## src/rtl/ssr_pkg.sv

```systemverilog
package ssr_pkg;
  typedef enum logic [1:0] {
    SEL_EVT  = 2'd0,
    SEL_EN   = 2'd1,
    SEL_MSK  = 2'd2,
    SEL_NONE = 2'd3
  } reg_sel_e;

  localparam int EVT_W  = 4;
  localparam int B_SUSP = 0;
  localparam int B_RSM  = 1;
  localparam int B_WAKE = 2;
  localparam int B_BUS  = 3;
endpackage

```

## src/rtl/ssr_se0_timer.sv

```systemverilog
module ssr_se0_timer #(
  parameter int LIMIT = 36000
) (
  input  logic clk_i,
  input  logic rst_ni,
  input  logic se0_i,
  output logic det_o,
  output logic hold_o
);
  localparam int CNT_W = $clog2(LIMIT + 2);
  localparam logic [CNT_W-1:0] CNT_LIM = CNT_W'(LIMIT);
  localparam logic [CNT_W-1:0] CNT_TOP = CNT_W'(LIMIT + 1);

  logic [CNT_W-1:0] cnt_q;

  always_ff @(posedge clk_i or negedge rst_ni) begin
    if (!rst_ni)             cnt_q <= '0;
    else if (!se0_i)         cnt_q <= '0;
    else if (cnt_q != CNT_TOP) cnt_q <= cnt_q + 1'b1;
  end

  // this edge is the (LIMIT+1)-th consecutive SE0 sample
  assign det_o  = se0_i && (cnt_q == CNT_LIM);
  assign hold_o = se0_i && (cnt_q >= CNT_LIM);
endmodule

```

## src/rtl/ssr_evt_reg.sv

```systemverilog
module ssr_evt_reg
  import ssr_pkg::*;
(
  input  logic             clk_i,
  input  logic             rst_ni,
  input  logic [EVT_W-1:0] set_i,
  input  logic             rd_clr_i,
  input  logic             wr_i,
  input  logic [EVT_W-1:0] wdata_i,
  output logic [EVT_W-1:0] q_o
);
  for (genvar i = 0; i < EVT_W; i++) begin : g_bit
    if (i == B_BUS) begin : g_sw_clr
      always_ff @(posedge clk_i or negedge rst_ni) begin
        if (!rst_ni)       q_o[i] <= 1'b0;
        else if (set_i[i]) q_o[i] <= 1'b1;
        else if (wr_i)     q_o[i] <= q_o[i] & wdata_i[i];
      end
    end else begin : g_rd_clr
      always_ff @(posedge clk_i or negedge rst_ni) begin
        if (!rst_ni)       q_o[i] <= 1'b0;
        else if (set_i[i]) q_o[i] <= 1'b1;
        else if (rd_clr_i) q_o[i] <= 1'b0;
      end
    end
  end
endmodule

```

## src/rtl/ssr_cfg_reg.sv

```systemverilog
module ssr_cfg_reg #(
  parameter int WIDTH = 4
) (
  input  logic             clk_i,
  input  logic             rst_ni,
  input  logic             wr_i,
  input  logic [WIDTH-1:0] d_i,
  output logic [WIDTH-1:0] q_o
);
  always_ff @(posedge clk_i or negedge rst_ni) begin
    if (!rst_ni)   q_o <= '0;
    else if (wr_i) q_o <= d_i;
  end
endmodule

```

## src/rtl/usb_susp_evt_ctrl.sv

```systemverilog
module usb_susp_evt_ctrl
  import ssr_pkg::*;
#(
  parameter int CLK_KHZ   = 12000,
  parameter int RESET_MS  = 3,
  parameter int NUM_PORTS = 4,
  parameter int EXCL_PORT = 1,
  localparam int PORT_W   = (NUM_PORTS > 1) ? $clog2(NUM_PORTS) : 1
) (
  input  logic              clk_i,
  input  logic              rst_ni,
  input  logic              susp_det_i,
  input  logic              rsm_det_i,
  input  logic [PORT_W-1:0] rsm_port_i,
  input  logic              wake_i,
  input  logic              line_se0_i,
  input  logic [1:0]        reg_sel_i,
  input  logic              reg_wr_i,
  input  logic              reg_rd_i,
  input  logic [7:0]        reg_wdata_i,
  output logic [7:0]        reg_rdata_o,
  output logic              irq_o,
  output logic              usb_rst_o,
  output logic              sys_rst_o
);
  localparam int SE0_LIMIT = CLK_KHZ * RESET_MS;

  reg_sel_e         sel;
  logic [EVT_W-1:0] evt_q, en_q, msk_q, evt_set;
  logic             sep, se0_det, se0_hold;
  logic             usb_rst_q, sys_rst_q;
  logic             unused_wdata;

  assign sel          = reg_sel_e'(reg_sel_i);
  assign unused_wdata = ^reg_wdata_i[7:EVT_W];
  assign sep          = en_q[B_BUS] & msk_q[B_BUS];

  ssr_se0_timer #(.LIMIT(SE0_LIMIT)) u_se0 (
    .clk_i (clk_i),
    .rst_ni(rst_ni),
    .se0_i (line_se0_i),
    .det_o (se0_det),
    .hold_o(se0_hold)
  );

  always_comb begin
    evt_set         = '0;
    evt_set[B_SUSP] = susp_det_i;
    evt_set[B_RSM]  = rsm_det_i && (rsm_port_i != PORT_W'(EXCL_PORT));
    evt_set[B_WAKE] = wake_i;
    evt_set[B_BUS]  = se0_det && sep;
  end

  ssr_evt_reg u_evt (
    .clk_i   (clk_i),
    .rst_ni  (rst_ni),
    .set_i   (evt_set),
    .rd_clr_i(reg_rd_i && (sel == SEL_EVT)),
    .wr_i    (reg_wr_i && (sel == SEL_EVT)),
    .wdata_i (reg_wdata_i[EVT_W-1:0]),
    .q_o     (evt_q)
  );

  ssr_cfg_reg #(.WIDTH(EVT_W)) u_en (
    .clk_i (clk_i),
    .rst_ni(rst_ni),
    .wr_i  (reg_wr_i && (sel == SEL_EN)),
    .d_i   (reg_wdata_i[EVT_W-1:0]),
    .q_o   (en_q)
  );

  ssr_cfg_reg #(.WIDTH(EVT_W)) u_msk (
    .clk_i (clk_i),
    .rst_ni(rst_ni),
    .wr_i  (reg_wr_i && (sel == SEL_MSK)),
    .d_i   (reg_wdata_i[EVT_W-1:0]),
    .q_o   (msk_q)
  );

  always_ff @(posedge clk_i or negedge rst_ni) begin
    if (!rst_ni) begin
      usb_rst_q <= 1'b0;
      sys_rst_q <= 1'b0;
    end else begin
      usb_rst_q <= se0_hold && sep;
      sys_rst_q <= se0_hold && !sep;
    end
  end

  always_comb begin
    reg_rdata_o = '0;
    unique case (sel)
      SEL_EVT: reg_rdata_o[EVT_W-1:0] = evt_q;
      SEL_EN:  reg_rdata_o[EVT_W-1:0] = en_q;
      default: reg_rdata_o = '0; // mask is write-only
    endcase
  end

  assign irq_o     = |(evt_q & en_q & msk_q);
  assign usb_rst_o = usb_rst_q;
  assign sys_rst_o = sys_rst_q;
endmodule

```

## config.mk

```make
export PLATFORM = sky130hd
export DESIGN_NAME = usb_susp_evt_ctrl
export DESIGN_NICKNAME = d
export VERILOG_FILES = /design/src/rtl/ssr_pkg.sv /design/src/rtl/ssr_se0_timer.sv /design/src/rtl/ssr_evt_reg.sv /design/src/rtl/ssr_cfg_reg.sv /design/src/rtl/usb_susp_evt_ctrl.sv
export SDC_FILE = /design/constraint.sdc
export NUM_CORES = 1
export LEC_CHECK = 0
export BUFFER_PORTS_ARGS = -buffer_cell sky130_fd_sc_hd__buf_2
export CAP_MARGIN = 20
export CORE_UTILIZATION = 30
export CTS_CLUSTER_DIAMETER = 150
export DETAILED_ROUTE_END_ITERATION = 12
export GPL_ROUTABILITY_DRIVEN = 0
export PLACE_DENSITY = 0.61
export SLEW_MARGIN = 20
export SYNTH_ARGS = -nofsm -noshare
export SYNTH_HDL_FRONTEND = slang
export SYNTH_HIERARCHICAL = 1
export SYNTH_SLANG_ARGS = --single-unit
```

## constraint.sdc

```tcl
create_clock -name clk_i -period 4.2 [get_ports clk_i]
set_input_delay 0.21 -clock clk_i [delete_from_list [all_inputs] [get_ports clk_i]]
set_output_delay 0.21 -clock clk_i [all_outputs]
set_load 0.1 [all_outputs]
```

; ---- Word-level counts from Yosys, hierarchy flattened
; Cells that the tools add are included.
[totals]
regBits = 30
output_inout_bits = 11
elab_cells = 47
input_bits = 20
[op_classes]
order_cmp = 1
reduce_logical = 17
bitwise_logic = 4
n_addsub = 1
muxes = 9
n_eq_ne = 6
[op_table]
columns = cell, count
row1 = two-way mux 16 bit, 2
row2 = adder 16 x 1 -> 16 bit (second input constant), 1
row3 = equality test 16 bit (second input constant), 1
row4 = >= comparator 16 bit (second input constant), 1
row5 = inequality test 16 bit (second input constant), 1
row6 = logical AND 1 bit, 10
row7 = AND 4 bit, 2
row8 = case mux 4 bit (2 select lines), 1
row9 = nonzero test 2 bit, 4
row10 = two-way mux 1 bit, 6
row11 = inequality test 2 x 1 -> 1 bit (second input constant), 2
row12 = OR reduction 4 bit, 1
row13 = AND 1 bit, 2
row14 = equality test 2 x 1 -> 1 bit (second input constant), 1
row15 = equality test 2 bit (second input constant), 1
row16 = zero test 2 bit, 1
row17 = zero test 1 bit, 1

; ---- Longest topological paths before layout
[logic_depth]
word_depth = 4
depth_mapped = 6
ltp_nobuf = 6

; ---- Cells and area by module
; Netlist, hierarchy kept.
[modules_own_cells]
columns = mod, area_each_um2, cells_each, n_inst, seq_area_each_um2
row1 = ssr_se0_timer, 934.6, 94, 1, 400.4
row2 = ssr_cfg_reg, 145.1, 8, 2, 100.1
row3 = usb_susp_evt_ctrl, 244.0, 30, 1, 50.0
row4 = ssr_evt_reg, 140.1, 10, 1, 100.1

; ---- Least setup slack after synthesis
; OpenSTA, ideal clock, no wires.
[synth_path]
path_kind = reg2out
from = reg u_en.q_o[3]
to = out reg_rdata_o[3]
path_stages_with_launch = 3
n_path_buf = 0
slack_ns = 2.287
t_required_ns = 3.990
arrival_time_ns = 1.703
path_cell_list = dfrtp_1 -> mux2i_1 -> nor2_1
[synth_via]
elab_chain_len = 1
[synth_lines]
columns = element, line_no
row1 = "start, declared", ssr_cfg_reg.sv:8  ; output logic [WIDTH-1:0] q_o
row2 = "start signal, assigned", ssr_cfg_reg.sv:12  ; else if (wr_i) q_o <= d_i;
row3 = case mux 4 bit (2 select lines), usb_susp_evt_ctrl.sv:92  ; unique case (sel)
row4 = "end, declared", usb_susp_evt_ctrl.sv:21  ; output logic [7:0] reg_rdata_o,
; Every way passes these cells.

; ---- Final worst setup path
[layout_path]
from = reg u_se0.cnt_q[13]
to = reg sys_rst_q, in the netlist sys_rst_o
[layout_via]
elab_chain_len = 3
[layout_lines]
columns = element, line_no
row1 = "start, declared", ssr_se0_timer.sv:14  ; logic [CNT_W-1:0] cnt_q;
row2 = "start signal, assigned", ssr_se0_timer.sv:19  ; else if (cnt_q != CNT_TOP) cnt_q <= cnt_q + 1'b1;
row3 = >= comparator 16 bit, ssr_se0_timer.sv:24  ; assign hold_o = se0_i && (cnt_q >= CNT_LIM);
row4 = logical AND 1 bit, ssr_se0_timer.sv:24
row5 = via se0_hold, usb_susp_evt_ctrl.sv:30  ; logic sep, se0_det, se0_hold;
row6 = logical AND 1 bit, usb_susp_evt_ctrl.sv:86  ; sys_rst_q <= se0_hold && !sep;
row7 = "end signal, assigned", usb_susp_evt_ctrl.sv:86
row8 = "end, declared", usb_susp_evt_ctrl.sv:31  ; logic usb_rst_q, sys_rst_q;
; The timed path passes the listed nets, and every way through them passes these cells.
; A chain may end at the register's enable or synchronous reset.

==> impl_metrics.toml <==
[finish]
drive_above_1_share_pct = 25.3
syn_to_final_growth_pct = 16.7
antenna_cells = 0
fillers = 557
stdcell_count = 248
finalNetCount = 200

[power_and_ir_drop]
ir_drop_v = 0.000174
p_leak_nw = 0.887
power_mw = 0.696
power.density_mw_per_mm2 = 371

[timing]
rsz0062_at_grt = "false"
setup_slack_ps = 2560
drv_slew = 0
worst_pin_slew_ps = 671
period_minus_slack_ps = 1640
hold_viol = 0
setup_viol = 0
timing.slew.headroom_pct = 55.3
tns_ps = 0
fmax_mhz = 611
whs_ps = 108
skew_ps = 3.06
period_share_pct = 39.0

[synthesis]
synth_area_mm2 = 0.00161
syn_inst = 150
yosys_warnings = 6
ys_seq_area_share_pct = 46.7
synth_top_area_share_pct = 46.7
synth_area_leaders = "dfrtp_1 47%, mux2_2 5.6%, and2_1 4.7%, xor2_1 3.8%, mux2i_1 3.7%"
synth_top_area_cell = "dfrtp_1"
synthArstFlopShare_pct = 100
ys_types = 35
synth_edf_count = 0
avgSynthCellArea_um2 = 10.7
synth-seq-cells = 30
synthFlopType = "dfrtp_1"

[route]
firstDrtPassIters = 4
drt-total-wl_mm = 2.92
vias_per_cell = 4.62
final_antenna_net_count = 0
drc = 0
vias = 1145
dr.first_iter.drc_count = 33
routedWlPerCell_um = 11.8

[critical_path]
path_delay_family = "compound AO/OA/AOI/OAI gates"
worstPathRequired_ps = 4400
rrSetupSlack_ps = 2560
reg2reg_to = "sys_rst_o"
cp-end-kind = "flip-flop"
start_kind = "flip-flop"
ff2ff_path_depth = 5
worstPathMaxFanout = 3
cp_common_cell = "a21boi_0"
crit_chain = "or3_4 -> nor2_1 -> o21ai_0 -> a21boi_0 -> a21boi_0"
cp_slowest_cell = "dfrtp_1"
worstPathArrival_ps = 1840
crit_path_max_incr_delay_ps = 410
r2r_start = "u_se0/cnt_q[13]"
worst-setup-path-type = "flip-flop to flip-flop"
crit_buf_inv = 0
crit_cells = 5

[cts]
cts_setup_buffers = 0
clockRootBuffer = "clkbuf_8"
cts_resized = 0
clock_insertion_delay_worst_skew_ps = 280
cts.sinks = 30
hold_buffers = 1
cts_tree = "built"
path_clk_slew_ps = 70
ctsLongestPathBuffers = 2
numCtsBuffers = 5
htreeDepth = 2

[floorplan]
start_util_pct = 31.3
io_pins = 31
die_area_mm2 = 0.00566
dieWidth_um = 75.2
die_h_um = 75.2
core-area_mm2 = 0.00514
rows = 26

[hold_path]
hold_end = "u_evt/q_o[0]"
hp-class = "input pin to flip-flop"
min_from = "susp_det_i"
whs_path_depth = 2

[place]
portBuffers = 22
pre_cts_ws_ps = 2550
place_inst = 239
hpwl_mm = 2.03

[flow_run]
cap_violations = 0

[run_status]
outcome = "finished, final reports clean"

[global_route]
grt_util_all_layers_pct = 11.6
grt_max_degree = 31
antenna_found_initial = 0
gr-total-overflow = 0
grt_first_pass_wirelength_mm = 4.69
grt_pass1_vias = 1046
## Yosys cell counts (2+ instances only)
cell,instances
dfrtp_1,30
and2_1,12
nor2_1,10
mux2_2,8
inv_1,7
nand3_1,7
xor2_1,7
mux2i_1,6
xnor2_1,5
a21boi_0,4
a21o_1,4
and3_1,4
buf_4,4
nand2_1,4
nor4_1,4
ha_1,3
nand4_1,3
nor3_1,3
nor3b_1,3
o21ai_0,3
and3b_2,2
nand2b_1,2
nand3_2,2
nor2b_1,2
## sequential cells by signal (all words and copies together) (netlist names)
name,flops
sys_rst_o,1
usb_rst_o,1
u_en/q_o,4
u_msk/q_o,4
u_evt/q_o,4
u_se0/cnt_q,16
## power breakdown
group	leakage, nW	internal, mW	switching [mW]
clock	0.0472	0.131	0.109
sequential	0.386	0.308	0.0161
combinational	0.453	0.0362	0.0961
## metal layers
metal	vias up	part of all wire, %	global-route usage [%]
met5	-	0	0
met4	0	1.2	5.56
met3	4	4.9	3.75
met2	26	44	18.2
li1	561	-	-
met1	554	49	14.4
## metrics by stage
step | utilization [%] | area, um^2
floorplan | - | 1620
global placement | 34.5 | 1770
detailed placement | 34.5 | 1770
CTS | 36.5 | 1880
global route | 36.5 | 1880
finish | 36.5 | 1880
## cell usage in the layout, fill, tap and decap left out, drive strengths merged, types with 3 or more instances in the layout
master and instances:
nand4 3, a21o 4, nand2 4, and3 4
nand3 9, xor2 7, mux2 8, inv 7
nor2 10, and2 12, dfrtp 30, mux2i 6
conb 4, xnor2 5, ha 3, nor4 4
nor3 3, clkbuf 6, buf 22, nor3b 3
a21boi 4, o21ai 3
## cells by family after synthesis
group / count (synthesis) / share of synthesized area [%]
compound gates: 13 / 5.52
xor+xnor: 12 / 6.53
fa+ha+maj: 3 / 2.33
buf+inv: 13 / 4.43
flops: 30 / 46.7
mux: 14 / 9.33
other cells: 1 / 0.233
simple gates: 64 / 25.0
## worst max path at each step
stage                          startpoint              end  slack (ps)
after detailed placement  u_se0/cnt_q[13]        sys_rst_o        2550
after floorplan               u_en/q_o[3]   reg_rdata_o[3]        2290
after CTS                 u_se0/cnt_q[13]        sys_rst_o        2520
after global placement    u_se0/cnt_q[13]        sys_rst_o        2560
final                     u_se0/cnt_q[13]        sys_rst_o        2560
after global routing       u_se0/cnt_q[0]  u_se0/cnt_q[14]        2460
## final cells by class
cell class / count / area (um^2) / share of cell area (%)
inverter: 7 / 26.3 / 1.40
clock inverter: 2 / 12.5 / 0.666
tap: 70 / 87.6 / 4.66
timing repair buffer: 23 / 120 / 6.40
sequential: 30 / 751 / 40.0
multi-input combinational: 110 / 798 / 42.5
clock buffer: 6 / 82.6 / 4.40
Power figures use the tool's default switching activity.
